<file path="src/rtl/tmr_pkg.sv">
package tmr_pkg;
    typedef enum logic [1:0] {
        OC_TOGGLE    = 2'b00,
        OC_SET_ACT   = 2'b01,
        OC_SET_INACT = 2'b10,
        OC_HOLD      = 2'b11
    } oc_mode_e;

    typedef enum logic {
        TS_LOAD = 1'b0,
        TS_RUN  = 1'b1
    } tmr_state_e;

    typedef enum logic {
        OL_IDLE   = 1'b0,
        OL_ACTIVE = 1'b1
    } oc_lvl_e;
endpackage

</file>
<file path="src/rtl/tmr_ctl.sv">
module tmr_ctl
    import tmr_pkg::*;
#(
    parameter int PSC_W = 16,
    parameter int CNT_W = 16
) (
    input  logic             clk,
    input  logic             rst_n,
    input  logic             en_i,
    input  logic [PSC_W-1:0] psc_i,
    input  logic [CNT_W-1:0] arr_i,
    input  logic [CNT_W-1:0] cmp_i,
    output logic             match_o,
    output logic             update_o
);
    localparam logic [PSC_W-1:0] PRE_ONE = PSC_W'(1);
    localparam logic [CNT_W-1:0] CNT_ONE = CNT_W'(1);

    tmr_state_e       state_q, state_d;
    logic [PSC_W-1:0] pre_q, psc_q;
    logic [CNT_W-1:0] cnt_q, arr_q, cmp_q;
    logic             tick, wrap, load;

    assign tick    = (state_q == TS_RUN) && en_i && (pre_q == psc_q);
    assign wrap    = tick && (cnt_q == arr_q);
    assign load    = en_i && ((state_q == TS_LOAD) || wrap);
    assign match_o = (state_q == TS_RUN) && en_i && (pre_q == '0) && (cnt_q == cmp_q);

    // next-state logic
    always_comb begin
        state_d = state_q;
        unique case (state_q)
            TS_LOAD: if (en_i) state_d = TS_RUN;   // prime
            TS_RUN:  state_d = TS_RUN;
        endcase
    end

    // state register
    always_ff @(posedge clk or negedge rst_n) begin
        if (!rst_n) state_q <= TS_LOAD;
        else        state_q <= state_d;
    end

    // datapath and pulse outputs
    always_ff @(posedge clk or negedge rst_n) begin
        if (!rst_n) begin
            pre_q    <= '0;
            cnt_q    <= '0;
            psc_q    <= '0;
            arr_q    <= '0;
            cmp_q    <= '0;
            update_o <= 1'b0;
        end else begin
            update_o <= wrap;
            if (load) begin
                psc_q <= psc_i;
                arr_q <= arr_i;
                cmp_q <= cmp_i;
            end
            if (state_q == TS_RUN && en_i) begin
                if (tick) begin
                    pre_q <= '0;
                    cnt_q <= wrap ? '0 : cnt_q + CNT_ONE;
                end else begin
                    pre_q <= pre_q + PRE_ONE;
                end
            end
        end
    end

    a_r11_freeze: assert property (@(posedge clk) disable iff (!rst_n)
        !en_i |=> ($stable(cnt_q) && $stable(pre_q)));
    a_r4_bound: assert property (@(posedge clk) disable iff (!rst_n)
        (state_q == TS_RUN) |-> (cnt_q <= arr_q));
    a_r4_wrap_zero: assert property (@(posedge clk) disable iff (!rst_n)
        update_o |-> (cnt_q == '0));
    a_r3_pre_bound: assert property (@(posedge clk) disable iff (!rst_n)
        (state_q == TS_RUN) |-> (pre_q <= psc_q));
endmodule

</file>
<file path="src/rtl/oc_chan.sv">
module oc_chan
    import tmr_pkg::*;
(
    input  logic       clk,
    input  logic       rst_n,
    input  logic       match_i,
    input  logic       mode_wr_i,
    input  logic [1:0] mode_i,
    output logic       lvl_o,
    output logic       match_o
);
    oc_mode_e mode_q;
    oc_lvl_e  lvl_q, lvl_d;

    // next-state logic: flip / raise / drop
    always_comb begin
        lvl_d = lvl_q;
        if (match_i) begin
            unique case (mode_q)
                OC_TOGGLE:    lvl_d = (lvl_q == OL_ACTIVE) ? OL_IDLE : OL_ACTIVE;
                OC_SET_ACT:   lvl_d = OL_ACTIVE;
                OC_SET_INACT: lvl_d = OL_IDLE;
                OC_HOLD:      lvl_d = lvl_q;
            endcase
        end
    end

    // state register
    always_ff @(posedge clk or negedge rst_n) begin
        if (!rst_n) lvl_q <= OL_IDLE;
        else        lvl_q <= lvl_d;
    end

    // action register and match pulse
    always_ff @(posedge clk or negedge rst_n) begin
        if (!rst_n) begin
            mode_q  <= OC_TOGGLE;
            match_o <= 1'b0;
        end else begin
            match_o <= match_i;
            if (mode_wr_i) mode_q <= oc_mode_e'(mode_i);
        end
    end

    assign lvl_o = (lvl_q == OL_ACTIVE);

    a_r6_toggle: assert property (@(posedge clk) disable iff (!rst_n)
        (match_i && mode_q == OC_TOGGLE) |=> (lvl_q != $past(lvl_q)));
    a_r7_set_active: assert property (@(posedge clk) disable iff (!rst_n)
        (match_i && mode_q == OC_SET_ACT) |=> (lvl_q == OL_ACTIVE));
    a_r8_set_inactive: assert property (@(posedge clk) disable iff (!rst_n)
        (match_i && mode_q == OC_SET_INACT) |=> (lvl_q == OL_IDLE));
    a_r8_hold: assert property (@(posedge clk) disable iff (!rst_n)
        (!match_i || mode_q == OC_HOLD) |=> $stable(lvl_q));
endmodule

</file>
<file path="src/rtl/cmp_timer.sv">
module cmp_timer
    import tmr_pkg::*;
#(
    parameter int PSC_W = 16,
    parameter int CNT_W = 16
) (
    input  logic             clk,
    input  logic             rst_n,
    input  logic             cnt_en,
    input  logic [PSC_W-1:0] psc_in,
    input  logic [CNT_W-1:0] arr_in,
    input  logic [CNT_W-1:0] cmp_in,
    input  logic             mode_wr,
    input  logic [1:0]       mode_in,
    input  logic             pol_inv,
    output logic             oc_out,
    output logic             match_pulse,
    output logic             update_pulse
);
    logic match_evt, lvl;

    tmr_ctl #(.PSC_W(PSC_W), .CNT_W(CNT_W)) u_ctl (
        .clk      (clk),
        .rst_n    (rst_n),
        .en_i     (cnt_en),
        .psc_i    (psc_in),
        .arr_i    (arr_in),
        .cmp_i    (cmp_in),
        .match_o  (match_evt),
        .update_o (update_pulse)
    );

    oc_chan u_chan (
        .clk       (clk),
        .rst_n     (rst_n),
        .match_i   (match_evt),
        .mode_wr_i (mode_wr),
        .mode_i    (mode_in),
        .lvl_o     (lvl),
        .match_o   (match_pulse)
    );

    assign oc_out = lvl ^ pol_inv;

    a_r12_polarity: assert property (@(posedge clk) disable iff (!rst_n)
        ($stable(lvl) && $changed(pol_inv)) |-> $changed(oc_out));
endmodule

</file>
<file path="config.mk">
export PLATFORM = sky130hd
export DESIGN_NAME = cmp_timer
export DESIGN_NICKNAME = d
export VERILOG_FILES = /design/src/rtl/tmr_pkg.sv /design/src/rtl/tmr_ctl.sv /design/src/rtl/oc_chan.sv /design/src/rtl/cmp_timer.sv
export SDC_FILE = /design/constraint.sdc
export NUM_CORES = 1
export LEC_CHECK = 0
export ABC_AREA = 1
export BUFFER_PORTS_ARGS = -buffer_cell sky130_fd_sc_hd__clkbuf_2
export CORE_MARGIN = 10
export CORE_UTILIZATION = 30
export DETAILED_ROUTE_END_ITERATION = 12
export PLACE_DENSITY = 0.58
export SLEW_MARGIN = 40
export SYNTH_ARGS = -nofsm -noshare
export SYNTH_HDL_FRONTEND = slang
export SYNTH_SLANG_ARGS = --single-unit
</file>
<file path="constraint.sdc">
create_clock -name clk -period 4.7 [get_ports clk]
set_clock_uncertainty 0.2 [all_clocks]
set_input_delay 0.235 -clock clk [delete_from_list [all_inputs] [get_ports clk]]
set_output_delay 0.235 -clock clk [all_outputs]
set_load 0.1 [all_outputs]
</file>
After elaboration in Yosys (flattened, before gate mapping)
Index checks and enable logic that the tools add are counted.
{"block": "totals", "out_inout_bits": 3, "regBits": 86, "in_bits": 55, "word_cells": 38}
{"block": "op_classes", "n_reduce_logical": 11, "n_bitwise": 3, "mux": 6, "n_eq_ne": 6, "n_addsub": 2}
{"operator": "equality test 16 bit", "count": 3}
{"operator": "adder 16 x 1 -> 16 bit (second input constant)", "count": 2}
{"operator": "two-way mux 16 bit", "count": 2}
{"operator": "logical NOT 16 bit", "count": 1}
{"operator": "logical AND 1 bit", "count": 6}
{"operator": "equality test 2 bit (second input constant)", "count": 2}
{"operator": "AND reduction 2 bit", "count": 2}
{"operator": "case mux 1 bit (3 select lines)", "count": 1}
{"operator": "equality test 2 x 1 -> 1 bit (second input constant)", "count": 1}
{"operator": "logical NOT 2 bit", "count": 1}
{"operator": "two-way mux 1 bit", "count": 2}
{"operator": "NOT 1 bit", "count": 2}
{"operator": "case mux 1 bit (2 select lines)", "count": 1}
{"operator": "logical OR 1 bit", "count": 1}
{"operator": "bitwise XOR 1 bit", "count": 1}

Longest topological paths before layout
Gate-level depths: netlist (run 1).
{"block": "depth", "ltp_word": 5, "ltp_mapped": 14, "depth_no_buf": 11}

Hierarchy
From an unflattened synthesis (run 1), not the netlist that was laid out.
{"block": "unflattened", "hier_cells": 677, "area_unflattened_um2": 4873.4}
{"mod": "tmr_ctl", "instances": 1, "seq_area_each_um2": 2052.0, "cells_each": 651, "area_each_um2": 4668.2}
{"mod": "oc_chan", "instances": 1, "seq_area_each_um2": 100.1, "cells_each": 21, "area_each_um2": 186.4}
{"mod": "cmp_timer", "instances": 1, "seq_area_each_um2": 0.0, "cells_each": 5, "area_each_um2": 18.8}

Worst setup path before layout (run 1)
Ideal clock, no wire load.
{"block": "synth_path", "path_kind": "register to output", "start": "register u_chan.lvl_q (netlist: u_chan.lvl_o)", "end": "output oc_out", "n_path_buf": 0, "path_stages_with_launch": 2, "slack_ns": 2.457, "arrival_time_ns": 1.808, "required_ns": 4.265, "path_cell_list": "dfrtp_1 > xor2_1"}
{"block": "synth_via", "elab_chain_len": 1}
{"item": "from (decl)", "line_no": "oc_chan.sv:13", "text": "oc_lvl_e lvl_q, lvl_d;"}
{"item": "from (signal assigned)", "line_no": "oc_chan.sv:31", "text": "else lvl_q <= lvl_d;"}
{"item": "bitwise XOR 1 bit", "line_no": "cmp_timer.sv:43", "text": "assign oc_out = lvl ^ pol_inv;"}
{"item": "to (decl)", "line_no": "cmp_timer.sv:16", "text": "output logic oc_out,"}
Every way passes these cells.

Worst setup path in the final report (run 1)
{"block": "layout_path", "start": "register u_ctl.cnt_q[5]", "end": "register u_ctl.psc_q[3]"}
{"block": "layout_via", "elab_chain_len": 4}
{"item": "from (decl)", "line_no": "tmr_ctl.sv:21", "text": "logic [CNT_W-1:0] cnt_q, arr_q, cmp_q;"}
{"item": "from (signal assigned)", "line_no": "tmr_ctl.sv:63", "text": "cnt_q <= wrap ? '0 : cnt_q + CNT_ONE;"}
{"item": "equality test 16 bit", "line_no": "tmr_ctl.sv:25", "text": "assign wrap = tick && (cnt_q == arr_q);"}
{"item": "logical AND 1 bit", "line_no": "tmr_ctl.sv:25"}
{"item": "logical OR 1 bit", "line_no": "tmr_ctl.sv:26", "text": "assign load = en_i && ((state_q == TS_LOAD) || wrap);"}
{"item": "logical AND 1 bit", "line_no": "tmr_ctl.sv:26"}
{"item": "to (signal assigned)", "line_no": "tmr_ctl.sv:56", "text": "psc_q <= psc_i;"}
{"item": "to (decl)", "line_no": "tmr_ctl.sv:20", "text": "logic [PSC_W-1:0] pre_q, psc_q;"}
Every way passes these cells.
A chain may end at the register's enable or synchronous reset.

==> run summary, run 1 <==
Outcome = completed
Final hold viol count = 0
DRC violations left = 0
Multiplexer area fraction after synthesis = 0.220%
Routability cong. = 0.912
Die ar. = 22,600 um2
Cells after DPL = 992
Clk buf depth = 2
Crit share post-route = 62.5%
Part of the Yosys area used for sequential elements = 42.1%
Cell area after synthesis = 5110 um2
Final #Nets = 897
Final-report setup violation count = 0
Sw Ratio = 30.0%
Clock Sinks = 86
CP dominant cell by count = nand2_1
Crit path DAT = 3.03 ns
Cell Area, Placed = 5540 um2
Synth Area per Inst = 6.89 um2
Area leader, netlist = dfrtp_1
Part of the power in registers = 42.6%
Drt first pass iters = 5
Compound-gate portion of the synthesized area = 3.18%
CTS resizes = 0
Critical path peak fanout = 48
Fraction of the mapped netlist area in adder cells = 1.22%
Setup bufs post-CTS = 0
Relative slew slack = 52.4%
Cell-internal power = 1470 uW
Fmax = 340 MHz
CTS buffer count = 9
CTS tree = done
Hold/Removal Path Class = in2async
Ant diodes = 0
WHS = 0.221 ns
Syn Nets = 801
Crit path required time = 4.80 ns
Combinational Power Share = 18.9%
Vias per inst = 4.54
Startpoint types = register
Die Span Y = 150 um
Final Critical Period = 2.94 ns
Main combinational cell family by area after synthesis = simple AND/OR/NAND/NOR gates
Floorplan Core Area = 16,600 um2
Antenna violations before repair = 0
Cell count after synthesis = 741
Warnings from Yosys = 0
Sw power = 633 uW
Post-route ant nets = 0
# rows = 47
Root Buffer = clkbuf_16
Simple-gate share of the synthesized area = 39.0%
DRT iter0 DRCs = 377
Final slew viol count = 0
Peak VDD IR = 0.000175 V
Vias in the first global route = 4,795
Commonest non-fill, non-tap cells in the layout = 258 x nand2_1, 90 x nand3_1, 86 x dfrtp_1
Crit path kind = reg2reg
Horiz. Die Dim = 150 um
Area Overhead vs Synth = 25.6%
Worst Slack Setup Final = 1.76 ns
DR vias = 4,821
RSZ-0062 raised after global routing = false
Largest stage delay on the critical path = 0.53 ns
Post-route cell area = 6420 um2
Share of Yosys cell area claimed by the top area cell type = 42.1%
Initial Util = 30.7%
Final cell count without fillers = 1,062
Largest net degree at the start of global routing = 51
PortBufs = 57
CP Cell Sequence = inv_2 > nand2_1 > nand2_1 > nor2_1 > nand2_1 > nor2_1 > nand2_1 > o21bai_4 > buf_4 > nand3_1 > nand2_1
GRT Overall Usage = 13.4%
Unique masters post-synth = 28
CTS H-Tree Depth = 3
Worst slew pin tran = 0.712 ns
Leakage Power = 0.00340 uW
Clk pwr share = 38.5%
Clock Latency Late Sink = 0.36 ns
Power Dens Cells = 328 nW/um2
Top post-synthesis cells by area = dfrtp_1 42%, nand2_1 19%, nand3_1 8.8%, inv_1 5.7%, nor2_1 5.5%
Endpoint type of the worst setup path = register
Final wirelength = 14.3 mm
Gr ovfl total = 0
Max-Cap Viols = 0
Wire length per cell = 13.5 um
#FFs+latches synth = 86
Dpl hpwl = 10.3 mm
Reg clk slew, reported paths = 0.07 ns
Most common cell after layout, fill and taps aside = nand2_1
Critical-path top delay cell = dfrtp_1
Setup tns final = 0 ns
Fraction of layout cells with a size suffix above 1 = 11.8%
Cts hold-fix bufs = 54
Setup WS pre-CTS = 1.82 ns
Ports = 58
First-pass GRT wire length = 24.3 mm
Synth Area in XOR/XNOR = 4.29%
-- cell families (layout without fill, tap and decap cells) --
logic type	after synthesis	count (layout)
AND/OR/NAND/NOR	473	473
buffers and inverters	122	223
flip-flops	86	86
AO/OA/AOI/OAI	29	29
XOR/XNOR	25	25
adder cells (fa/ha/maj)	5	5
multiplexers	1	1
-- worst paths after layout --
kind                            cells after the start  slack (ns)             end            from
worst min-delay path                                2        0.22  u_ctl.pre_q[3]           rst_n
worst max register to register                     11        1.76  u_ctl.psc_q[3]  u_ctl.cnt_q[5]
worst min register to register                      2        0.29  u_ctl.psc_q[8]  u_ctl.psc_q[8]
max in group asynchronous                           3        3.09  u_ctl.cnt_q[9]           rst_n
min in group clk                                    5        0.24    u_chan.lvl_o          cnt_en
worst max-delay path                               11        1.76  u_ctl.psc_q[3]  u_ctl.cnt_q[5]
-- critical path: cells and delay by family, from the launching register on --
family | cells | cell delay (ns)
flip-flops | 1 | 0.53
AO/OA/AOI/OAI | 1 | 0.33
AND/OR/NAND/NOR | 8 | 1.24
buffers and inverters | 2 | 0.57
-- power by group through the flow --
stage / registers (uW) / logic (uW) / clock network, uW
after floorplan: 876 / 277 / 0
final: 898 / 398 / 811
after global placement: 911 / 356 / 0
after global routing: 911 / 465 / 859
after detailed placement: 911 / 363 / 0
after CTS: 898 / 401 / 826
-- cell type report --
cell class	instances	area (um2)
Tap cell	220	275
Clock inverter	4	77.6
Timing Repair Buffer	114	851
Clock buffer	12	256
Fill cell	1750	10200
Sequential cell	86	2150
Multi-Input combinational cell	533	2460
Inverter	93	349
-- metrics by stage --
step | total power (uW) | utilization, %
after floorplan | 1150 | -
after global placement | 1270 | 33.3
after detailed placement | 1270 | 33.3
after CTS | 2130 | 38.5
after global routing | 2240 | 38.6
final | 2110 | 38.6
-- state kept, by name, summed over array words and instances, names as in the netlist --
name,count
u_chan.match_o,1
u_ctl.update_o,1
u_ctl.cnt_q,16
u_ctl.psc_q,16
u_chan.lvl_o,1
u_chan.mode_q,2
u_ctl.state_q,1
u_ctl.pre_q,16
u_ctl.arr_q,16
u_ctl.cmp_q,16
-- routing by layer --
metal	vias up	GRT usage, %	share of wire (%)
met5	-	0	0
met4	0	4.32	1.8
met3	18	3.24	4.9
met2	98	19.8	43
met1	2194	18.8	51
li1	2511	-	-
-- synthesized netlist by cell type --
library cell	number
a2111oi_0	1
buf_2	13
and3_1	1
nor4_1	8
nand3_1	90
nor3b_1	1
inv_1	77
o21ai_1	1
nand2_2	2
nand2_1	258
ha_1	5
xnor2_1	8
inv_2	16
nor2_1	75
mux2_2	1
and2_1	3
nand4_1	12
nand3_2	1
or2_2	2
buf_4	5
o21bai_4	1
clkbuf_1	9
a21oi_1	13
o21ai_0	13
nor3_1	20
buf_6	2
xor2_1	17
dfrtp_1	86
Power figures use the tool's default switching activity.
==> run 2: changes to the inputs <==
- PLACE_DENSITY: 0.58 -> 0.59
- clock period: 4.7 -> 2.5 ns (I/O delays scaled with it)
==> run summary, run 2 (synthesized netlist as in run 1, its figures left out) <==
R2R setup slack = 0.19 ns
Final slew viol count = 0
Max-Cap Viols = 0
Horiz. Die Dim = 150 um
CP dominant cell by count = nand2_1
Crit path DAT = 2.34 ns
Area Overhead vs Synth = 28.4%
Outcome = completed
Peak VDD IR = 0.000387 V
Final Critical Period = 2.31 ns
DRC violations left = 0
Final wirelength = 14.8 mm
Die Span Y = 150 um
Relative slew slack = 61.9%
Startpoint types = register
CTS H-Tree Depth = 3
CP Cell Sequence = inv_2 > nand2_1 > nand2_1 > nor2_1 > nand2_1 > nor2_1 > nand2_1 > o21bai_4 > nand2_2 > buf_12 > nand2_1 > nand2_1
Drt first pass iters = 5
Root Buffer = clkbuf_16
Vias per inst = 4.48
CTS tree = done
Setup tns final = 0 ns
Endpoint type of the worst setup path = register
Clock Sinks = 86
Floorplan Core Area = 16,600 um2
DR vias = 4,837
Fraction of layout cells with a size suffix above 1 = 13.3%
PortBufs = 57
Largest net degree at the start of global routing = 51
Antenna violations before repair = 0
Initial Util = 30.7%
Critical path peak fanout = 28
CTS buffer count = 9
RSZ-0062 raised after global routing = false
Power Total = 3990 uW
Crit path required time = 2.53 ns
Die ar. = 22,600 um2
Final #Nets = 914
Worst slew pin tran = 0.571 ns
Clock Latency Late Sink = 0.35 ns
Post-route ant nets = 0
DRT iter0 DRCs = 324
Fmax = 433 MHz
Final-report setup violation count = 0
Gr ovfl total = 0
CP startpoint = u_ctl.cnt_q[7]
Ports = 58
Reg2Reg Depth = 12
Hold/Removal Path Class = in2async
Wire length per cell = 13.7 um
First-pass GRT wire length = 24.5 mm
Final hold viol count = 0
Leakage Power = 0.00348 uW
Largest stage delay on the critical path = 0.46 ns
Setup bufs post-CTS = 0
Fillers = 1,747
Critical-path top delay cell = dfrtp_1
Dpl hpwl = 11.1 mm
GRT Overall Usage = 13.7%
Routability cong. = 0.899
Clk buf depth = 2
Reg clk slew, reported paths = 0.06 ns
Crit path kind = reg2reg
WHS = 0.113 ns
Power Dens Cells = 607 nW/um2
R2r endpoint = u_ctl.psc_q[9]
# rows = 47
Most common cell after layout, fill and taps aside = nand2_1
RR Startpoint = u_ctl.cnt_q[7]
Commonest non-fill, non-tap cells in the layout = 258 x nand2_1, 90 x nand3_1, 85 x dfrtp_1
Crit share post-route = 92.3%
Ant diodes = 0
Vias in the first global route = 4,740
-- run 2: cell types whose count changed in the layout (fill, tap and decap cells not counted), sizes merged --
cell and delta:
buf +17, bufinv +1, inv -1
-- run 2: repair_timing --
action                                  in CTS  in global routing
hold buffers                                54                  0
resized for setup                            0                  1
hold endpoints to repair                    91                  0
endpoints found under the setup margin       0                 25
-- run 2: critical path, delay by kind of cell, from the launching register on --
family                 cells  cell delay (ns)
DFF                        1             0.46
buffers and inverters      2             0.35
AOI/OAI and AO/OA          1             0.20
and+or+nand+nor            9             0.98
-- run 2: where the power goes --
part / internal, uW / switching, uW
logic: 323 / 452
clock network: 976 / 546
registers: 1530 / 162
total: 2830 / 1160
-- run 2: metal layers --
| metal | GRT usage, % | routed length (um) | vias to the layer above |
|---|---|---|---|
| met4 | 5.05 | 228 | 0 |
| met2 | 20.7 | 6460 | 85 |
| met5 | 0 | 0 | - |
| met1 | 18.8 | 7550 | 2187 |
| met3 | 2.73 | 585 | 14 |
| li1 | - | - | 2551 |
-- run 2: worst max-delay path by stage --
stage                 endpoint  cells past startpoint  slack (ns)
5_1_grt         u_ctl.psc_q[5]                     12       0.009
2_1_floorplan           oc_out                      1        0.37
3_5_place_dp   u_ctl.arr_q[15]                     12        0.19
6_report        u_ctl.psc_q[9]                     12        0.19
3_3_place_gp    u_ctl.psc_q[9]                     12        0.19
4_1_cts        u_ctl.cmp_q[13]                     12        0.17
-- run 2: layout make-up --
| class | instances | area, um2 | area share, % |
|---|---|---|---|
| clock buffer | 12 | 236 | 3.60 |
| inverter | 93 | 349 | 5.32 |
| sequential | 86 | 2150 | 32.8 |
| timing repair buffer | 131 | 1000 | 15.3 |
| multi-input combinational | 533 | 2450 | 37.3 |
| clock inverter | 4 | 95.1 | 1.45 |
| tap | 220 | 275 | 4.20 |
-- run 2: stage by stage --
stage / cells / worst slack [ns] / util (%) / cell area (um2)
final: 1079 / 0.193 / 39.4 / 6560
after global routing: 1079 / 0.00936 / 39.4 / 6560
after CTS: 1079 / 0.172 / 39.4 / 6560
after detailed placement: 1009 / 0.190 / 34.2 / 5690
after global placement: 1009 / 0.188 / 34.2 / 5690
after floorplan: 741 / 0.367 / - / 5110
